<file path="src/rtl/tx_pkg.sv">
package tx_pkg;
    typedef enum logic [2:0] {
        S_IDLE  = 3'd0,
        S_START = 3'd1,
        S_DATA  = 3'd2,
        S_ADDR  = 3'd3,
        S_PAR   = 3'd4,
        S_STOP1 = 3'd5,
        S_STOP2 = 3'd6
    } tx_state_t;

    typedef enum logic [1:0] {
        PAR_OFF  = 2'b00,
        PAR_ODD  = 2'b01,
        PAR_EVEN = 2'b10,
        PAR_OFF2 = 2'b11
    } par_mode_t;
endpackage

</file>
<file path="src/rtl/tx_baud_gen.sv">
module tx_baud_gen #(
    parameter int SEL_W = 16
) (
    input  logic             clk,
    input  logic             rst_n,
    input  logic             run,
    input  logic [SEL_W-1:0] baud_sel,
    output logic             tick
);
    localparam int CW = SEL_W + 4;

    logic [CW-1:0] cnt;
    logic [CW-1:0] sel_ext;
    logic [CW-1:0] div;

    assign sel_ext = CW'(baud_sel);
    assign div     = (baud_sel == '0) ? CW'(16) : ((sel_ext + CW'(1)) << 3);
    assign tick    = run && (cnt == div - CW'(1));

    always_ff @(posedge clk or negedge rst_n) begin
        if (!rst_n)
            cnt <= '0;
        else if (!run || tick)
            cnt <= '0;
        else
            cnt <= cnt + CW'(1);
    end


    tick_gap_chk: assert property (@(posedge clk) disable iff (!rst_n)
        tick |=> !tick);
endmodule

</file>
<file path="src/rtl/tx_hold_buf.sv">
module tx_hold_buf #(
    parameter int DATA_W = 8
) (
    input  logic              clk,
    input  logic              rst_n,
    input  logic              wr_valid,
    input  logic [DATA_W-1:0] wr_data,
    input  logic              wr_addr,
    input  logic              load,
    output logic              full,
    output logic [DATA_W-1:0] data,
    output logic              abit
);
    always_ff @(posedge clk or negedge rst_n) begin
        if (!rst_n) begin
            full <= 1'b0;
            data <= '0;
            abit <= 1'b0;
        end else if (load) begin
            full <= 1'b0;
        end else if (wr_valid && !full) begin
            full <= 1'b1;
            data <= wr_data;
            abit <= wr_addr;
        end
    end


    wr_ignore_chk: assert property (@(posedge clk) disable iff (!rst_n)
        (full && !load) |=> ($stable(data) && full));
endmodule

</file>
<file path="src/rtl/tx_frame_fsm.sv">
module tx_frame_fsm
    import tx_pkg::*;
#(
    parameter int DATA_W = 8,
    localparam int LEN_W = $clog2(DATA_W)
) (
    input  logic              clk,
    input  logic              rst_n,
    input  logic              tx_en,
    input  logic              tick,
    input  logic [LEN_W-1:0]  char_len,
    input  logic [1:0]        par_mode,
    input  logic              two_stop,
    input  logic              addr_mode,
    input  logic              hold_full,
    input  logic [DATA_W-1:0] hold_data,
    input  logic              hold_abit,
    output logic              load,
    output logic              busy,
    output logic              txd
);
    tx_state_t         state, nstate;
    logic [DATA_W-1:0] shreg;
    logic [LEN_W-1:0]  bidx;
    logic              abit_q, par_q;
    logic              par_on;
    logic [LEN_W:0]    nbits;
    logic [DATA_W:0]   mask;
    logic [DATA_W-1:0] masked;
    logic              xsum;
    tx_state_t         after_data, after_addr, frame_end;

    assign par_on = (par_mode == PAR_ODD) || (par_mode == PAR_EVEN);
    assign nbits  = {1'b0, char_len} + 1'b1;
    assign mask   = ({{DATA_W{1'b0}}, 1'b1} << nbits) - 1'b1;
    assign masked = hold_data & mask[DATA_W-1:0];
    assign xsum   = (^masked) ^ (addr_mode & hold_abit);

    always_comb begin
        after_addr = par_on ? S_PAR : S_STOP1;
        after_data = addr_mode ? S_ADDR : after_addr;
        frame_end  = (tx_en && hold_full) ? S_START : S_IDLE;
        nstate     = state;
        unique case (state)
            S_IDLE:  if (tx_en && hold_full) nstate = S_START;
            S_START: if (tick) nstate = S_DATA;
            S_DATA:  if (tick && bidx == char_len) nstate = after_data;
            S_ADDR:  if (tick) nstate = after_addr;
            S_PAR:   if (tick) nstate = S_STOP1;
            S_STOP1: if (tick) nstate = two_stop ? S_STOP2 : frame_end;
            S_STOP2: if (tick) nstate = frame_end;
            default: nstate = S_IDLE;
        endcase
        load = (nstate == S_START) && (state != S_START);
    end

    always_ff @(posedge clk or negedge rst_n) begin
        if (!rst_n) state <= S_IDLE;
        else        state <= nstate;
    end

    always_ff @(posedge clk or negedge rst_n) begin
        if (!rst_n) begin
            shreg  <= '0;
            bidx   <= '0;
            abit_q <= 1'b0;
            par_q  <= 1'b0;
        end else if (load) begin
            shreg  <= masked;
            bidx   <= '0;
            abit_q <= hold_abit;
            par_q  <= (par_mode == PAR_ODD) ? ~xsum : xsum;
        end else if (state == S_DATA && tick) begin
            shreg  <= shreg >> 1;
            bidx   <= bidx + 1'b1;
        end
    end

    always_comb begin
        busy = (state != S_IDLE);
        unique case (state)
            S_IDLE:  txd = 1'b1;
            S_START: txd = 1'b0;
            S_DATA:  txd = shreg[0];
            S_ADDR:  txd = abit_q;
            S_PAR:   txd = par_q;
            S_STOP1: txd = 1'b1;
            S_STOP2: txd = 1'b1;
            default: txd = 1'b1;
        endcase
    end


    start_hold_chk: assert property (@(posedge clk) disable iff (!rst_n)
        (state == S_START && !tick) |=> (state == S_START));


    no_start_chk: assert property (@(posedge clk) disable iff (!rst_n)
        (state == S_IDLE && !tx_en) |=> (state == S_IDLE));


    chain_chk: assert property (@(posedge clk) disable iff (!rst_n)
        (load && state != S_IDLE) |=> (state == S_START && !$stable(bidx) || state == S_START));
endmodule

</file>
<file path="src/rtl/async_serial_tx.sv">
module async_serial_tx
    import tx_pkg::*;
#(
    parameter int DATA_W = 8,
    parameter int SEL_W  = 16,
    localparam int LEN_W = $clog2(DATA_W)
) (
    input  logic              clk,
    input  logic              rst_n,
    input  logic              tx_en,
    input  logic              irq_en,
    input  logic [SEL_W-1:0]  baud_sel,
    input  logic [LEN_W-1:0]  char_len,
    input  logic [1:0]        par_mode,
    input  logic              two_stop,
    input  logic              addr_mode,
    input  logic              wr_valid,
    input  logic [DATA_W-1:0] wr_data,
    input  logic              wr_addr,
    output logic              txd,
    output logic              buf_ready,
    output logic              shift_empty,
    output logic              irq
);
    logic              tick, load, busy, hold_full, hold_abit;
    logic [DATA_W-1:0] hold_data;

    tx_baud_gen #(.SEL_W(SEL_W)) u_baud (
        .clk(clk), .rst_n(rst_n), .run(busy), .baud_sel(baud_sel), .tick(tick)
    );

    tx_hold_buf #(.DATA_W(DATA_W)) u_hold (
        .clk(clk), .rst_n(rst_n), .wr_valid(wr_valid), .wr_data(wr_data),
        .wr_addr(wr_addr), .load(load), .full(hold_full), .data(hold_data),
        .abit(hold_abit)
    );

    tx_frame_fsm #(.DATA_W(DATA_W)) u_fsm (
        .clk(clk), .rst_n(rst_n), .tx_en(tx_en), .tick(tick),
        .char_len(char_len), .par_mode(par_mode), .two_stop(two_stop),
        .addr_mode(addr_mode), .hold_full(hold_full), .hold_data(hold_data),
        .hold_abit(hold_abit), .load(load), .busy(busy), .txd(txd)
    );

    assign buf_ready   = ~hold_full;
    assign shift_empty = ~hold_full & ~busy;
    assign irq         = irq_en & ~hold_full;


    wr_take_chk: assert property (@(posedge clk) disable iff (!rst_n)
        (wr_valid && buf_ready) |=> !buf_ready);
endmodule

</file>
<file path="config.mk">
export PLATFORM = sky130hd
export DESIGN_NAME = async_serial_tx
export DESIGN_NICKNAME = d
export VERILOG_FILES = /design/src/rtl/tx_pkg.sv /design/src/rtl/tx_baud_gen.sv /design/src/rtl/tx_hold_buf.sv /design/src/rtl/tx_frame_fsm.sv /design/src/rtl/async_serial_tx.sv
export SDC_FILE = /design/constraint.sdc
export NUM_CORES = 1
export LEC_CHECK = 0
export CORE_ASPECT_RATIO = 1.5
export CORE_MARGIN = 4
export CORE_UTILIZATION = 58
export CTS_CLUSTER_DIAMETER = 150
export DETAILED_ROUTE_END_ITERATION = 12
export PLACE_DENSITY = 0.81
export RECOVER_POWER = 50
export REMOVE_ABC_BUFFERS = 1
export SLEW_MARGIN = 20
export SYNTH_ARGS = -nofsm -noshare
export SYNTH_HDL_FRONTEND = slang
export SYNTH_SLANG_ARGS = --single-unit
</file>
<file path="constraint.sdc">
create_clock -name clk -period 3.1 [get_ports clk]
set_input_delay 0.62 -clock clk [delete_from_list [all_inputs] [get_ports clk]]
set_output_delay 0.62 -clock clk [all_outputs]
set_load 0.02 [all_outputs]
</file>
==> results of run 1 <==
==> cells in the final DEF (no fill, tap or decap), types with 9 or more instances in the layout <==
cell type	instances
xnor2_1	42
nand2_1	26
xor2_1	23
clkdlybuf4s50_1	23
inv_1	16
mux2_2	10
nor2b_1	10
buf_6	12
a21oi_1	9
nor2_1	59
nand3_1	21
dfrtp_1	46
buf_4	93
==> critical path: stages <==
cell	delay (ns)
buf_4	0.16
nand3_4	0.13
or4_4	0.51
o21a_1	0.20
or4_1	0.52
o211a_1	0.27
a2111oi_4	0.29
buf_6	0.18
and3_4	0.23
mux2i_1	0.23
nor2b_1	0.08
==> what timing repair did <==
action / CTS / global route
pin swaps: 29 / 24
buffers inserted: 10 / 4
endpoints found under the setup margin: 37 / 37
gates resized for setup: 110 / 42
cloned: 2 / 2
==> kinds of logic (layout without fill, tap and decap cells) <==
family          count (synthesis)  in the layout  synth area share
mux                            18             18            0.0476
compound gates                 83             83             0.164
xor+xnor                       69             69             0.156
flops                          46             46             0.284
other cells                     1              1          0.000926
buf+inv                        45            166            0.0698
fa+ha+maj                       7              7            0.0216
simple gates                  195            197             0.255
==> how the worst min path moves through the flow <==
stage                  startpoint             to  slack (ns)  depth (start not counted)
finish              u_baud.cnt[0]  u_baud.cnt[0]        0.46                          1
global route        u_baud.cnt[0]  u_baud.cnt[0]        0.52                          1
CTS                 u_baud.cnt[0]  u_baud.cnt[0]        0.47                          1
detailed placement  u_baud.cnt[0]  u_baud.cnt[0]        0.46                          1
global placement    u_baud.cnt[0]  u_baud.cnt[0]        0.44                          1
floorplan                   rst_n  u_baud.cnt[0]        0.32                          0
==> power by group <==
part,internal (mW),total (mW),switching (mW),leakage (nW)
combinational,0.189,0.366,0.177,1.72
clock,0.258,0.464,0.206,0.0573
sequential,0.613,0.625,0.0116,0.598
==> flip-flops by register name, indices dropped and copies added (netlist names) <==
signal	cells
u_hold.data	8
u_fsm.bidx	3
u_baud.cnt	20
u_hold.abit	1
u_fsm.shreg	8
u_fsm.state	3
u_fsm.abit_q	1
u_hold.full	1
u_fsm.par_q	1
==> cells in the mapped netlist (9+ instances only) <==
cell type	n	area (sq um)
nor2_1	62	233
dfrtp_1	46	1150
xnor2_1	43	377
nand2_1	29	109
xor2_1	24	210
nand3_1	23	115
inv_1	18	67.6
o21ai_0	13	65.1
a21oi_1	10	50.1
mux2_2	10	113
nor2b_1	10	62.6
nor3_1	10	50.1
clkbuf_1	9	33.8
==> through the flow <==
step / instances / util / total power, mW / TNS, ns
after floorplan: 437 / - / 0.778 / -31.04
after global placement: 641 / 0.728 / 0.945 / -39.49
after detailed placement: 641 / 0.728 / 0.954 / -43.99
after CTS: 659 / 0.779 / 1.43 / -1.46
after global routing: 665 / 0.815 / 1.51 / -4.55
final: 665 / 0.815 / 1.46 / -1.28
==> final cells by class <==
| class | instances | share of cell area |
|---|---|---|
| multi-input cells | 375 | 0.526 |
| repair buffers | 141 | 0.217 |
| flip-flops and latches | 46 | 0.206 |
| well taps | 78 | 0.0175 |
| clock buffers | 6 | 0.0148 |
| inverters | 18 | 0.0130 |
| clock inverters | 1 | 0.00538 |
==> routing by layer <==
layer,part of all wire,GRT usage,vias up
li1,-,-,1906
met1,0.35,0.261,1966
met2,0.54,0.557,174
met3,0.037,0.0333,72
met4,0.072,0.168,0
met5,0,0,-
==> out/metrics.csv, run 1 <==
stage,metric,value,unit
outcome,status,"finished, violations left",
outcome,violations,"capacitance limit, slew limit, setup timing",
synthesis,synth_ff_type,dfrtp_1,
die,core-area,0.00685,sq mm
pwr,p_leak,2.37,nW
timing,slew_headroom,-0.637,
die,die_h,110,um
setup_path,worstPathRequired,3.30,ns
timing,holdWs,0.460,ns
setup_path,cp.arrival,3.44,ns
route,vias,4118,
clocking,clk_pin_slew_worst_paths,0.09,ns
placement,dpl_cell_area,0.00499,sq mm
synthesis,synth_area,0.00405,sq mm
setup_path,reg2reg_slack,0.16,ns
placement,place_ws,-1.29,ns
die,rows,37,
clocking,clk_path_buf_depth,2,
global_routing,grt_pass1_wl,18.4,mm
route,viasPerCell,6.19,
timing,max_freq,309,MHz
timing,layout_min_cycle_time,3.24,ns
finish,n_fill_cell,417,
timing,slew_violations,47,
finish,seq_area,0.00115,sq mm
synthesis,yosysSeqAreaShare,0.284,
route,ant_nets,0,
pwr,power_density,260,mW/mm^2
setup_path,critPathKind,input pin to flip-flop,
die,start_util,0.591,
die,die_w,76.2,um
timing,worst_slack,-0.137,ns
clocking,cts.sinks,46,
clocking,cts_tree,done,
timing,final_hold_viol_count,0,
synthesis,ys_types,73,
synthesis,synth_cells,464,
timing,setup_viol,22,
setup_path,critPathLaunchType,input pin,
clocking,hold_buffers,0,
global_routing,gr-total-overflow,0,
setup_path,cp-startpoint,baud_sel[2],
setup_path,worst_r2r_path_depth,10,
synthesis,synth-edff-count,0,
timing,worstMarginPinSlew,2.46,ns
finish,drive_gt1_frac,0.339,
timing,fin_skew,0.00788,ns
setup_path,r2r_end,u_fsm.bidx[1],
finish,antenna_cells,0,
synthesis,synth.avg_cell_area,8.73,sq um
clocking,numCtsBuffers,5,
global_routing,antenna_found_initial,0,
worst_hold_path,hold_class,flip-flop to flip-flop,
run,max-cap-violations,1,
route,drc,0,
setup_path,crit_path_end,u_fsm.bidx[1],
setup_path,endpoint_kind,flip-flop,
clocking,insertion_delay,0.31,ns
global_routing,grt_max_degree,47,
die,io_pins,41,
die,die_area,0.00841,sq mm
timing,fin_crit_sh,1.04,
clocking,htreeDepth,2,
finish,synthToLayoutAreaGrowth,37.9,%
route,routed_wl,12.3,mm
synthesis,synth-async-reset-ratio,1.00,
route,post_drt_wl_per_cell,18.4,um
finish,multi_input_area,0.00294,sq mm
placement,port_buffers,40,
finish,design_area,0.00559,sq mm
placement,hpwl,8.43,mm
placement,gp_congestion,0.921,
finish,nNetsFinal,631,
synthesis,ys_ff_latch,46,
synthesis,synth_warnings,0,
route,first_pass_iters,5,
setup_path,cp_max_fo,7,
route,drtIter0Drc,249,
pwr,ir_drop,0.333,mV
timing,rsz0062_at_grt,yes,
global_routing,grt_pass1_vias,4058,
setup_path,r2r_start,u_baud.cnt[18],
clocking,cts_root_buf,clkbuf_8,
global_routing,grt_usage,0.275,
Power figures use the tool's default switching activity.
==> inputs of run 2 (changes only) <==
==> constraint.sdc (replaced) <==
create_clock -name clk -period 3.1 [get_ports clk]
set_input_delay 0.775 -clock clk [delete_from_list [all_inputs] [get_ports clk]]
set_output_delay 0.775 -clock clk [all_outputs]
set_load 0.02 [all_outputs]
==> run 2 against run 1 <==
Net effect: the flow finishes with violations (setup timing); critical path type unchanged; combinational power is 8.7% higher; sequential share of layout area shrank 0.84 points; clock power fell by 3%; largest cell class unchanged.
==> out/metrics.csv, run 2 (synthesis gave the netlist of run 1 again) <==
stage,metric,value,unit
outcome,status,"finished, violations left",
outcome,violations,setup timing,
timing,final_hold_viol_count,0,
finish,layout_common_cells,"buf_4 (90), nor2_1 (59), dfrtp_1 (46)",
pwr,ir_drop,0.386,mV
route,viasPerCell,6.32,
placement,port_buffers,40,
die,rows,37,
setup_path,worstPathRequired,3.29,ns
setup_path,endpoint_kind,flip-flop,
worst_hold_path,hold_depth,1,
clocking,hold_buffers,0,
setup_path,cp.arrival,3.59,ns
timing,worst_slack,-0.304,ns
placement,dpl_cell_area,0.00503,sq mm
die,io_pins,41,
finish,nNetsFinal,638,
timing,worstMarginPinSlew,1.13,ns
route,first_pass_iters,5,
finish,fin_util,0.850,
setup_path,cp_max_fo,6,
die,die_h,110,um
finish,largest_reg_flops,20,
finish,drive_gt1_frac,0.371,
die,die_area,0.00841,sq mm
clocking,htreeDepth,2,
timing,setup_viol,36,
placement,gp_congestion,0.897,
global_routing,grt_max_degree,47,
global_routing,antenna_found_initial,0,
timing,layout_min_cycle_time,3.40,ns
setup_path,r2r_end,u_fsm.bidx[2],
worst_hold_path,holdPathEnd,u_baud.cnt[0],
die,start_util,0.591,
timing,slew_headroom,0.247,
clocking,numCtsBuffers,5,
clocking,cts_root_buf,clkbuf_8,
pwr,power_density,253,mW/mm^2
route,ant_nets,0,
timing,slew_violations,0,
route,drc,0,
setup_path,worst_path_max_delay_cell,or4_4,
clocking,cts.sinks,46,
worst_hold_path,hold_class,flip-flop to flip-flop,
timing,max_freq,294,MHz
timing,tns,-7.38,ns
timing,fin_skew,0.00649,ns
setup_path,critPathLaunchType,input pin,
setup_path,reg2reg_slack,0.25,ns
route,vias,4250,
die,core-area,0.00685,sq mm
clocking,clk_path_buf_depth,2,
route,post_drt_wl_per_cell,19.7,um
setup_path,crit_path_max_incr_delay,0.52,ns
global_routing,gr-total-overflow,0,
global_routing,grt_usage,0.303,
finish,top_register,u_baud.cnt,
finish,final_common_cell,buf_4,
finish,synthToLayoutAreaGrowth,43.8,%
pwr,p_leak,2.49,nW
finish,design_area,0.00582,sq mm
global_routing,grt_pass1_wl,20.3,mm
timing,rsz0062_at_grt,yes,
die,die_w,76.2,um
clocking,insertion_delay,0.30,ns
worst_hold_path,worstHoldStart,u_baud.cnt[0],
setup_path,worst_r2r_path_depth,11,
finish,reg.largest.list,"u_baud.cnt: 20 flops, u_fsm.shreg: 8 flops, u_hold.data: 8 flops",
global_routing,grt_pass1_vias,4383,
clocking,clk_pin_slew_worst_paths,0.09,ns
run,max-cap-violations,0,
finish,antenna_cells,0,
setup_path,worstPathCellList,buf_4 > buf_6 > and4_4 > buf_6 > nand2_1 > buf_4 > xnor2_1 > or4_4 > o21ai_1 > o211ai_1 > a2111oi_4 > buf_6 > buf_6 > nand4_1 > xnor2_1 > and2_1,
placement,hpwl,8.64,mm
setup_path,critPathBufInv,6,
setup_path,r2r_start,u_baud.cnt[18],
route,routed_wl,13.3,mm
route,drtIter0Drc,238,
clocking,cts_tree,done,
setup_path,cp_common_cell,buf_6,
setup_path,critPathTopFamily,simple AND/OR/NAND/NOR gates,
setup_path,critPathKind,input pin to flip-flop,
timing,fin_crit_sh,1.10,
-- run 2: timing repair --
action,in CTS,in global routing
pin swaps,36,12
cloned,4,0
endpoints found under the setup margin,37,37
resized for setup,139,42
setup buffers,9,5
-- run 2: through the flow --
step	std cells	hold slack, ns	power (mW)	setup slack, ns
after floorplan	437	0.433	0.778	-1.17
after global placement	647	0.443	0.952	-1.28
after detailed placement	647	0.458	0.961	-1.37
after CTS	668	0.467	1.45	-0.192
after global routing	673	0.502	1.52	-0.434
final	673	0.465	1.47	-0.304
-- run 2: how the worst max path moves through the flow --
stage | startpoint | cells past startpoint | endpoint
2_1_floorplan | baud_sel[0] | 11 | u_fsm.shreg[0]
3_3_place_gp | baud_sel[7] | 11 | u_fsm.bidx[1]
3_5_place_dp | baud_sel[7] | 11 | u_fsm.shreg[0]
4_1_cts | baud_sel[0] | 15 | u_fsm.bidx[1]
5_1_grt | baud_sel[3] | 16 | u_fsm.bidx[2]
6_report | baud_sel[3] | 16 | u_fsm.bidx[2]
-- run 2: worst reg2reg max path, stage by stage, from the launching register on --
cell,delay [ns]
dfrtp_1,0.43
xnor2_1,0.35
nor3_4,0.10
buf_4,0.16
or4_4,0.53
o211a_4,0.26
a2111oi_4,0.20
buf_6,0.19
buf_6,0.12
nand4_1,0.11
xnor2_1,0.15
and2_1,0.15
-- run 2: area by class of cell --
cell class              count  area, sq um
clock buffers               5         68.8
clock inverters             3         43.8
fillers                   366         1030
inverters                  18         67.6
multi-input cells         375         3080
flip-flops and latches     46         1150
well taps                  78         97.6
repair buffers            148         1320
-- run 2: where the power goes --
part	switching [mW]	total (mW)	internal, mW
Clock	0.209	0.450	0.242
Sequential	0.0100	0.623	0.613
Combinational	0.194	0.398	0.205
-- run 2: per-layer routing --
layer | vias to the layer above | global-route usage | part of all wire
met5 | - | 0 | 0
met4 | 0 | 0.249 | 0.090
met3 | 99 | 0.0390 | 0.053
met2 | 253 | 0.597 | 0.53
met1 | 1982 | 0.274 | 0.33
li1 | 1916 | - | -
